### config.mk
export PLATFORM = sky130hd
export DESIGN_NAME = burst_addr_seq
export DESIGN_NICKNAME = d
export VERILOG_FILES = /design/src/rtl/burst_addr_pkg.sv /design/src/rtl/burst_ctrl.sv /design/src/rtl/burst_datapath.sv /design/src/rtl/burst_addr_seq.sv
export SDC_FILE = /design/constraint.sdc
export NUM_CORES = 1
export LEC_CHECK = 0
export ABC_AREA = 1
export ABC_CLOCK_PERIOD_IN_PS = 1300
export BUFFER_PORTS_ARGS = -buffer_cell sky130_fd_sc_hd__buf_2
export CORE_MARGIN = 1.5
export CORE_UTILIZATION = 47
export DETAILED_ROUTE_END_ITERATION = 7
export GPL_ROUTABILITY_DRIVEN = 0
export GPL_TIMING_DRIVEN = 0
export PLACE_DENSITY = 0.78
export SLEW_MARGIN = 20
export SYNTH_ARGS = -nofsm -noshare
export SYNTH_HDL_FRONTEND = slang
export SYNTH_SLANG_ARGS = --single-unit
### constraint.sdc
create_clock -name clk -period 1.3 [get_ports clk]
set_clock_uncertainty 0.05 [all_clocks]
set_input_delay 0.26 -clock clk [delete_from_list [all_inputs] [get_ports clk]]
set_output_delay 0.26 -clock clk [all_outputs]
set_load 0.005 [all_outputs]
### src/rtl/burst_addr_pkg.sv
package burst_addr_pkg;

  // Per-edge action decided by control and consumed by the datapath
  typedef struct packed {
    logic load;
    logic advance;
    logic hold;
  } seqStrobe_t;

  typedef enum logic {
    ORDER_LINEAR = 1'b0,
    ORDER_XOR    = 1'b1
  } order_e;

endpackage

### src/rtl/burst_ctrl.sv
module burst_ctrl
  import burst_addr_pkg::*;
(
  input  logic       ctrlStrobeN,
  input  logic       procStrobeN,
  input  logic       chipEnN,
  input  logic       advanceN,
  output seqStrobe_t strobes
);

  logic chipOn;
  logic anyStrobe;
  logic deselect;

  always_comb begin
    chipOn    = !chipEnN;
    anyStrobe = !ctrlStrobeN || !procStrobeN;
    // Controller strobe while disabled freezes everything
    deselect  = chipEnN && !ctrlStrobeN;
    strobes.load    = chipOn && anyStrobe;
    strobes.advance = !strobes.load && !deselect && !advanceN;
    strobes.hold    = !strobes.load && !strobes.advance;
  end

endmodule

### src/rtl/burst_datapath.sv
module burst_datapath
  import burst_addr_pkg::*;
#(
  parameter int ADDR_W     = 20,
  parameter int BURST_BITS = 2
) (
  input  logic              clk,
  input  logic              rstN,
  input  seqStrobe_t        strobes,
  input  logic              orderSel,
  input  logic [ADDR_W-1:0] addrIn,
  output logic [ADDR_W-1:0] addrOut,
  output logic              loadFlag,
  output logic              stepFlag
);

  localparam int HI_W = ADDR_W - BURST_BITS;

  logic [ADDR_W-1:0]     baseQ;
  logic [BURST_BITS-1:0] cntQ;
  logic [BURST_BITS-1:0] linLow;
  logic [BURST_BITS-1:0] xorLow;
  logic [BURST_BITS-1:0] lowSel;
  order_e                orderMode;

  always_ff @(posedge clk or negedge rstN) begin
    if (!rstN) begin
      baseQ    <= '0;
      cntQ     <= '0;
      loadFlag <= 1'b0;
      stepFlag <= 1'b0;
    end else begin
      loadFlag <= strobes.load;
      stepFlag <= strobes.advance;
      if (strobes.load) begin
        baseQ <= addrIn;
        cntQ  <= '0;
      end else if (strobes.advance) begin
        cntQ  <= cntQ + 1'b1;
      end
    end
  end

  // Interleaved order: one XOR lane per burst bit
  for (genvar i = 0; i < BURST_BITS; i++) begin : g_xorLane
    assign xorLow[i] = baseQ[i] ^ cntQ[i];
  end

  assign linLow    = baseQ[BURST_BITS-1:0] + cntQ;
  assign orderMode = order_e'(orderSel);

  always_comb begin
    case (orderMode)
      ORDER_XOR: lowSel = xorLow;
      default:   lowSel = linLow;
    endcase
  end

  assign addrOut = {baseQ[ADDR_W-1 -: HI_W], lowSel};

endmodule

### src/rtl/burst_addr_seq.sv
module burst_addr_seq
  import burst_addr_pkg::*;
#(
  parameter int ADDR_W     = 20,
  parameter int BURST_BITS = 2
) (
  input  logic              clk,
  input  logic              rstN,
  input  logic              ctrlStrobeN,
  input  logic              procStrobeN,
  input  logic              chipEnN,
  input  logic              advanceN,
  input  logic              orderSel,
  input  logic [ADDR_W-1:0] addrIn,
  output logic [ADDR_W-1:0] addrOut,
  output logic              loadFlag,
  output logic              stepFlag
);

  seqStrobe_t strobes;

  burst_ctrl ctrl_i (
    .ctrlStrobeN (ctrlStrobeN),
    .procStrobeN (procStrobeN),
    .chipEnN     (chipEnN),
    .advanceN    (advanceN),
    .strobes     (strobes)
  );

  burst_datapath #(
    .ADDR_W     (ADDR_W),
    .BURST_BITS (BURST_BITS)
  ) dp_i (
    .clk      (clk),
    .rstN     (rstN),
    .strobes  (strobes),
    .orderSel (orderSel),
    .addrIn   (addrIn),
    .addrOut  (addrOut),
    .loadFlag (loadFlag),
    .stepFlag (stepFlag)
  );

endmodule

==> results.md, run 1 <==
- Run status: finished, violations left
- Failing checks: negative setup slack
- FP Rows: 17
- Final cycle utilization of the critical path: 122%
- Final hold vios: 0
- Final core utilization: 67.0%
- Net load switching power: 448 uW
- Die area: 2810 um^2
- Switching share of power: 26.4%
- CTS Buf Count: 3
- Initial antenna violation count: 0
- CP Capture Point: addrOut[1]
- PnR worst setup slack: -0.291 ns
- Die width: 53.0 um
- CTS sink cnt: 24
- Reg2Reg Setup Slack: 0.32 ns
- Worst hold path type: input pin to flip-flop
- Max-Cap Viols: 0
- Layout cells sized above 1: 47.1%
- Worst EP arrival: 1.28 ns
- Synth area leader: dfrtp_1
- Seq cells post-synth: 24
- Initial DRC count: 12
- Comb pwr share: 25.8%
- P_leak: 0.926 nW
- Core Box Area: 2300 um^2
- RSZ-0062 raised after global routing: true
- Pwr dens: 1100 nW/um^2
- Yosys top cell area share: 51.1%
- # setup viols final: 2
- Final nets: 220
- Fill cell count: 199
- Total GRT Usage: 17.4%
- DRC violations left: 0
- Max-slew violations: 0
- Root Driver: clkbuf_4
- RR Startpoint: dp_i.cntQ[0]$_DFFE_PN0P_
- Sequential power share: 51.5%
- Syn Area/Cell: 8.52 um^2
- Largest net degree at the start of global routing: 25
- Minimum clock period: 1.59 ns
- Ys Warns: 0
- Post-Syn Instances: 138
- Post-DR wirelength/cell: 9.97 um
- First-pass GRT wire length: 3500 um
- Reg2reg end: dp_i.cntQ[1]$_DFFE_PN0P_
- Clock Tree Buf Depth: 2
- Peak VDD IR: 0.737 mV
- Port Buffer Count: 48
- Layout area overhead: 30.9%
- Total vias in the final route: 971
- ANT nets after route: 0
- Unique masters post-synth: 13
- Total gr overflow: 0
- CTS tree: yes
- Post-Syn Nets: 166
- Internal Power: 1.25 mW
- Rel. slew slack: 65.6%
- H-tree depth: 1
- Crit path from: dp_i.baseQ[0]$_DFFE_PN0P_
- Worst slew pin tran: 0.516 ns
- Hpwl dp: 1630 um
- Worst-Skew Late Latency: 0.31 ns
- CP max FO: 2
- Initial Util: 51.2%
- Ant diodes: 0
- Vias in the first global route: 890
- Seq/Total Area, Yosys: 51.1%
- Reg clk slew, reported paths: 0.13 ns
- Max Freq: 629 MHz
- Boundary Pins: 49
- Post-Syn Area: 1180 um^2
- Final WL: 2180 um
- Placement Setup Slack: -0.0274 ns
- Via density: 4.43
- Die Y: 53.0 um
- CP Capture Type: primary output
- Top cells by area, synth: dfrtp_1 51%, nand2_1 19%, buf_4 12%, nand2_2 5.3%, inv_1 3.2%
- Drt first pass iters: 4
- Startpoint Class: flip-flop
- R2R cell count: 6
- Clock share of power: 22.7%
- Required time worst endpoint: 0.99 ns
- Final Power: 1.70 mW
- Setup CP Type: flip-flop to primary output
==> worst min-delay path by stage <==
stage                                 end      start  depth (start not counted)  slack (ns)
2_1_floorplan   dp_i.baseQ[0]$_DFFE_PN0P_       rstN                          0       -0.09
3_3_place_gp   dp_i.baseQ[11]$_DFFE_PN0P_       rstN                          1        0.22
3_5_place_dp   dp_i.baseQ[11]$_DFFE_PN0P_       rstN                          1        0.22
4_1_cts         dp_i.baseQ[0]$_DFFE_PN0P_  addrIn[0]                          3        0.07
5_1_grt         dp_i.baseQ[0]$_DFFE_PN0P_  addrIn[0]                          3        0.07
6_report        dp_i.baseQ[0]$_DFFE_PN0P_  addrIn[0]                          3        0.08
==> state kept, by name, summed over array words and instances (netlist names) <==
register,cells
dp_i.loadFlag,1
dp_i.cntQ,2
dp_i.baseQ,20
dp_i.stepFlag,1
==> cell families (layout without fill, tap and decap cells) <==
group / Yosys count / count (layout) / share of synthesized area (%)
simple gates: 79 / 79 / 28.4
buf+inv: 33 / 86 / 19.0
flops: 24 / 24 / 51.1
fa+ha+maj: 1 / 1 / 1.06
compound gates: 1 / 1 / 0.425
==> through the flow <==
step	hold WS [ns]	area (um^2)	TNS (ns)	std cells
3_5_place_dp	0.216	1450	-0.0274	214
3_3_place_gp	0.216	1450	0	214
6_report	0.0845	1540	-0.434	219
4_1_cts	0.0748	1520	-0.471	221
5_1_grt	0.0689	1540	-0.598	219
2_1_floorplan	-0.0856	1180	0	138
==> cells in the mapped netlist (all sizes together) <==
| master | count |
|---|---|
| buf | 22 |
| dfrtp | 24 |
| ha | 1 |
| inv | 11 |
| nand2 | 70 |
| nand3 | 4 |
| nor2 | 5 |
| o21ai | 1 |
==> layout by cell type, fill, tap and decap left out, types with 2 or more instances in the layout <==
master / netlist / final
nand2_1: 59 / 59
buf_2: 0 / 43
dfrtp_1: 24 / 24
buf_4: 19 / 19
nand2_2: 10 / 10
inv_1: 10 / 8
buf_6: 2 / 7
nor2_1: 5 / 4
nand3_1: 4 / 4
clkbuf_4: 0 / 3
inv_2: 0 / 2
==> timing repair <==
| item | 4_1_cts | 5_1_grt |
|---|---|---|
| endpoints found under the setup margin | 2 | 17 |
| gates cloned | 0 | 0 |
| hold endpoints to repair | 24 | 0 |
| gates resized for setup | 3 | 7 |
| pin swaps | 0 | 1 |
| setup buffers | 2 | 7 |
| hold buffers | 1 | 0 |
==> critical path: stages, from the launching register on <==
cell and delay, ns:
dfrtp_1 0.38, ha_2 0.18, inv_2 0.04, nor2_4 0.08
nand3_1 0.07, nand2_1 0.07, inv_1 0.03, buf_2 0.11
==> power groups by stage <==
stage	clock (mW)	sequential [mW]	combinational (mW)
final	0.386	0.875	0.437
after global routing	0.428	0.885	0.493
after CTS	0.403	0.875	0.427
after detailed placement	0	0.892	0.407
after global placement	0	0.886	0.396
after floorplan	0	0.880	0.250
==> cell type report <==
type                    count  area (um^2)  area share [%]
plain buffers              13          113            7.32
clock buffers               4         36.3            2.36
inverters                  11         43.8            2.85
multi-input cells          81          362            23.5
flip-flops and latches     24          601            39.0
well taps                  28         35.0            2.28
repair buffers             58          349            22.7
==> layer usage <==
layer	vias up	global-route usage [%]	wire [um]
li1	495	-	-
met1	434	18.2	888
met2	37	32.7	1100
met3	5	3.67	158
met4	0	7.69	39
met5	-	0	0
No activity file was read; power rests on OpenSTA's default activity.
==> run 2, diff against run 1 <==
--- a/config.mk
+++ b/config.mk
@@ -10,11 +10,12 @@
 export BUFFER_PORTS_ARGS = -buffer_cell sky130_fd_sc_hd__buf_2
 export CORE_MARGIN = 1.5
 export CORE_UTILIZATION = 47
+export CTS_CLUSTER_DIAMETER = 100
 export DETAILED_ROUTE_END_ITERATION = 7
 export GPL_ROUTABILITY_DRIVEN = 0
 export GPL_TIMING_DRIVEN = 0
-export PLACE_DENSITY = 0.78
-export SLEW_MARGIN = 20
+export PLACE_DENSITY = 0.75
+export SLEW_MARGIN = 10
 export SYNTH_ARGS = -nofsm -noshare
 export SYNTH_HDL_FRONTEND = slang
 export SYNTH_SLANG_ARGS = --single-unit
==> results.md, run 2 (synthesis results as in run 1) <==
- Worst slew pin tran: 0.518 ns
- Total vias in the final route: 961
- Startpoint Class: flip-flop
- Final hold vios: 0
- CTS tree: yes
- Initial antenna violation count: 0
- Largest register by flop count: dp_i.baseQ
- Die area: 2810 um^2
- Final WL: 2240 um
- CP max FO: 2
- Commonest non-fill, non-tap cells in the layout: 59 x nand2_1, 48 x buf_2, 24 x dfrtp_1
- Final Power: 1.67 mW
- CTS sink cnt: 24
- Rel. slew slack: 65.5%
- Peak VDD IR: 0.689 mV
- Boundary Pins: 49
- Initial DRC count: 5
- Setup TNS: -0.431 ns
- Root Driver: clkbuf_4
- Required time worst endpoint: 0.99 ns
- FP Rows: 17
- PnR worst setup slack: -0.297 ns
- R2R cell count: 7
- Crit path buffers/inverters: 3
- Worst hold path type: input pin to flip-flop
- Hold Crit Depth: 3
- Post-DR wirelength/cell: 10.2 um
- Worst-Skew Late Latency: 0.30 ns
- Max-Cap Viols: 0
- Die Y: 53.0 um
- Delay-heaviest family, CP: flip-flops
- Minimum clock period: 1.60 ns
- Hpwl dp: 1700 um
- Final core utilization: 65.6%
- CP Capture Type: primary output
- Vias in the first global route: 946
- Core Box Area: 2300 um^2
- Pwr dens: 1110 nW/um^2
- Clock Tree Buf Depth: 2
- # setup viols final: 2
- Setup CP Type: flip-flop to primary output
- Via density: 4.39
- Layout area overhead: 28.2%
- Total gr overflow: 0
- Run status: finished, violations left
- CP Depth: 7
- Worst EP arrival: 1.29 ns
- Slowest CP cell: dfrtp_1
- H-tree depth: 1
- Initial Util: 51.2%
- Max-slew violations: 0
- Final cycle utilization of the critical path: 123%
- Die width: 53.0 um
- CP max stage delay: 0.38 ns
- Max reg flops: 20
- Worst path cell trace: ha_2 > inv_2 > nor2_4 > nand3_1 > nand2_1 > inv_1 > buf_2
- P_leak: 0.917 nW
- Max Freq: 626 MHz
- Final nets: 220
- DRC violations left: 0
- Commonest non-fill, non-tap cell in the layout: nand2_1
- ANT nets after route: 0
- Reg clk slew, reported paths: 0.12 ns
- Layout cells sized above 1: 46.6%
- First-pass GRT wire length: 3830 um
- RSZ-0062 raised after global routing: true
- Total GRT Usage: 18.2%
- Largest registers: dp_i.baseQ (20), dp_i.cntQ (2)
- Ant diodes: 0
- Failing checks: negative setup slack
- Port Buffer Count: 48
- Drt first pass iters: 4
- Largest net degree at the start of global routing: 25
- CTS Buf Count: 3
[run 2: cell count changes in the layout (fill, tap and decap cells not counted)]
cell,change
buf_2,+5
buf_6,-5
inv_1,+1
inv_2,-1
[run 2: power breakdown]
part / internal (mW) / total, mW / leakage, nW / switching, mW
registers: 0.828 / 0.874 / 0.297 / 0.0463
clock network: 0.171 / 0.379 / 0.0210 / 0.208
logic: 0.230 / 0.415 / 0.598 / 0.185
[run 2: timing repair]
item / in CTS / in global routing
buffers inserted: 1 / 3
endpoints found under the setup margin: 2 / 7
endpoints found under the hold margin: 24 / 0
gates resized for setup: 2 / 2
pin swaps: 0 / 3
hold buffers: 1 / 0
[run 2: final timing paths]
path	start	end	slack (ns)
worst max-delay path	dp_i.baseQ[0]$_DFFE_PN0P_	addrOut[1]	-0.30
worst min-delay path	addrIn[0]	dp_i.baseQ[0]$_DFFE_PN0P_	0.1
worst max register to register	dp_i.cntQ[0]$_DFFE_PN0P_	dp_i.cntQ[1]$_DFFE_PN0P_	0.20
worst min register to register	dp_i.baseQ[15]$_DFFE_PN0P_	dp_i.baseQ[15]$_DFFE_PN0P_	0.45
max in group asynchronous	rstN	dp_i.baseQ[3]$_DFFE_PN0P_	0.44
min in group asynchronous	rstN	dp_i.baseQ[13]$_DFFE_PN0P_	0.42
[run 2: routing by layer]
metal	global-route usage [%]	vias up	part of all wire, %
met2	34.8	39	51
met5	0	-	0
met4	4.70	0	0
li1	-	499	-
met1	20.8	423	42
met3	2.82	0	7.2
[run 2: metrics by stage]
stage	std cells	instance area (um^2)	setup slack (ns)	hold WS, ns
floorplan	138	1180	0.149	-0.0856
global placement	214	1450	0.0186	0.217
detailed placement	214	1450	-0.0322	0.218
CTS	220	1510	-0.300	0.0867
global route	219	1510	-0.385	0.0821
finish	219	1510	-0.297	0.0952
[run 2: area by class of cell]
| cell class | instances | area [um^2] |
|---|---|---|
| plain buffers | 18 | 150 |
| clock buffers | 4 | 36.3 |
| fillers | 203 | 790 |
| inverters | 11 | 43.8 |
| multi-input cells | 81 | 362 |
| flip-flops and latches | 24 | 601 |
| well taps | 28 | 35.0 |
| repair buffers | 53 | 280 |
[run 2: worst reg2reg max path, stage by stage (launching register included)]
cell and delay [ns]:
dfrtp_1 0.41, buf_4 0.13, buf_4 0.13, nand2_1 0.06
inv_1 0.04, nor2_1 0.08, nand3_1 0.08, nand2_1 0.06
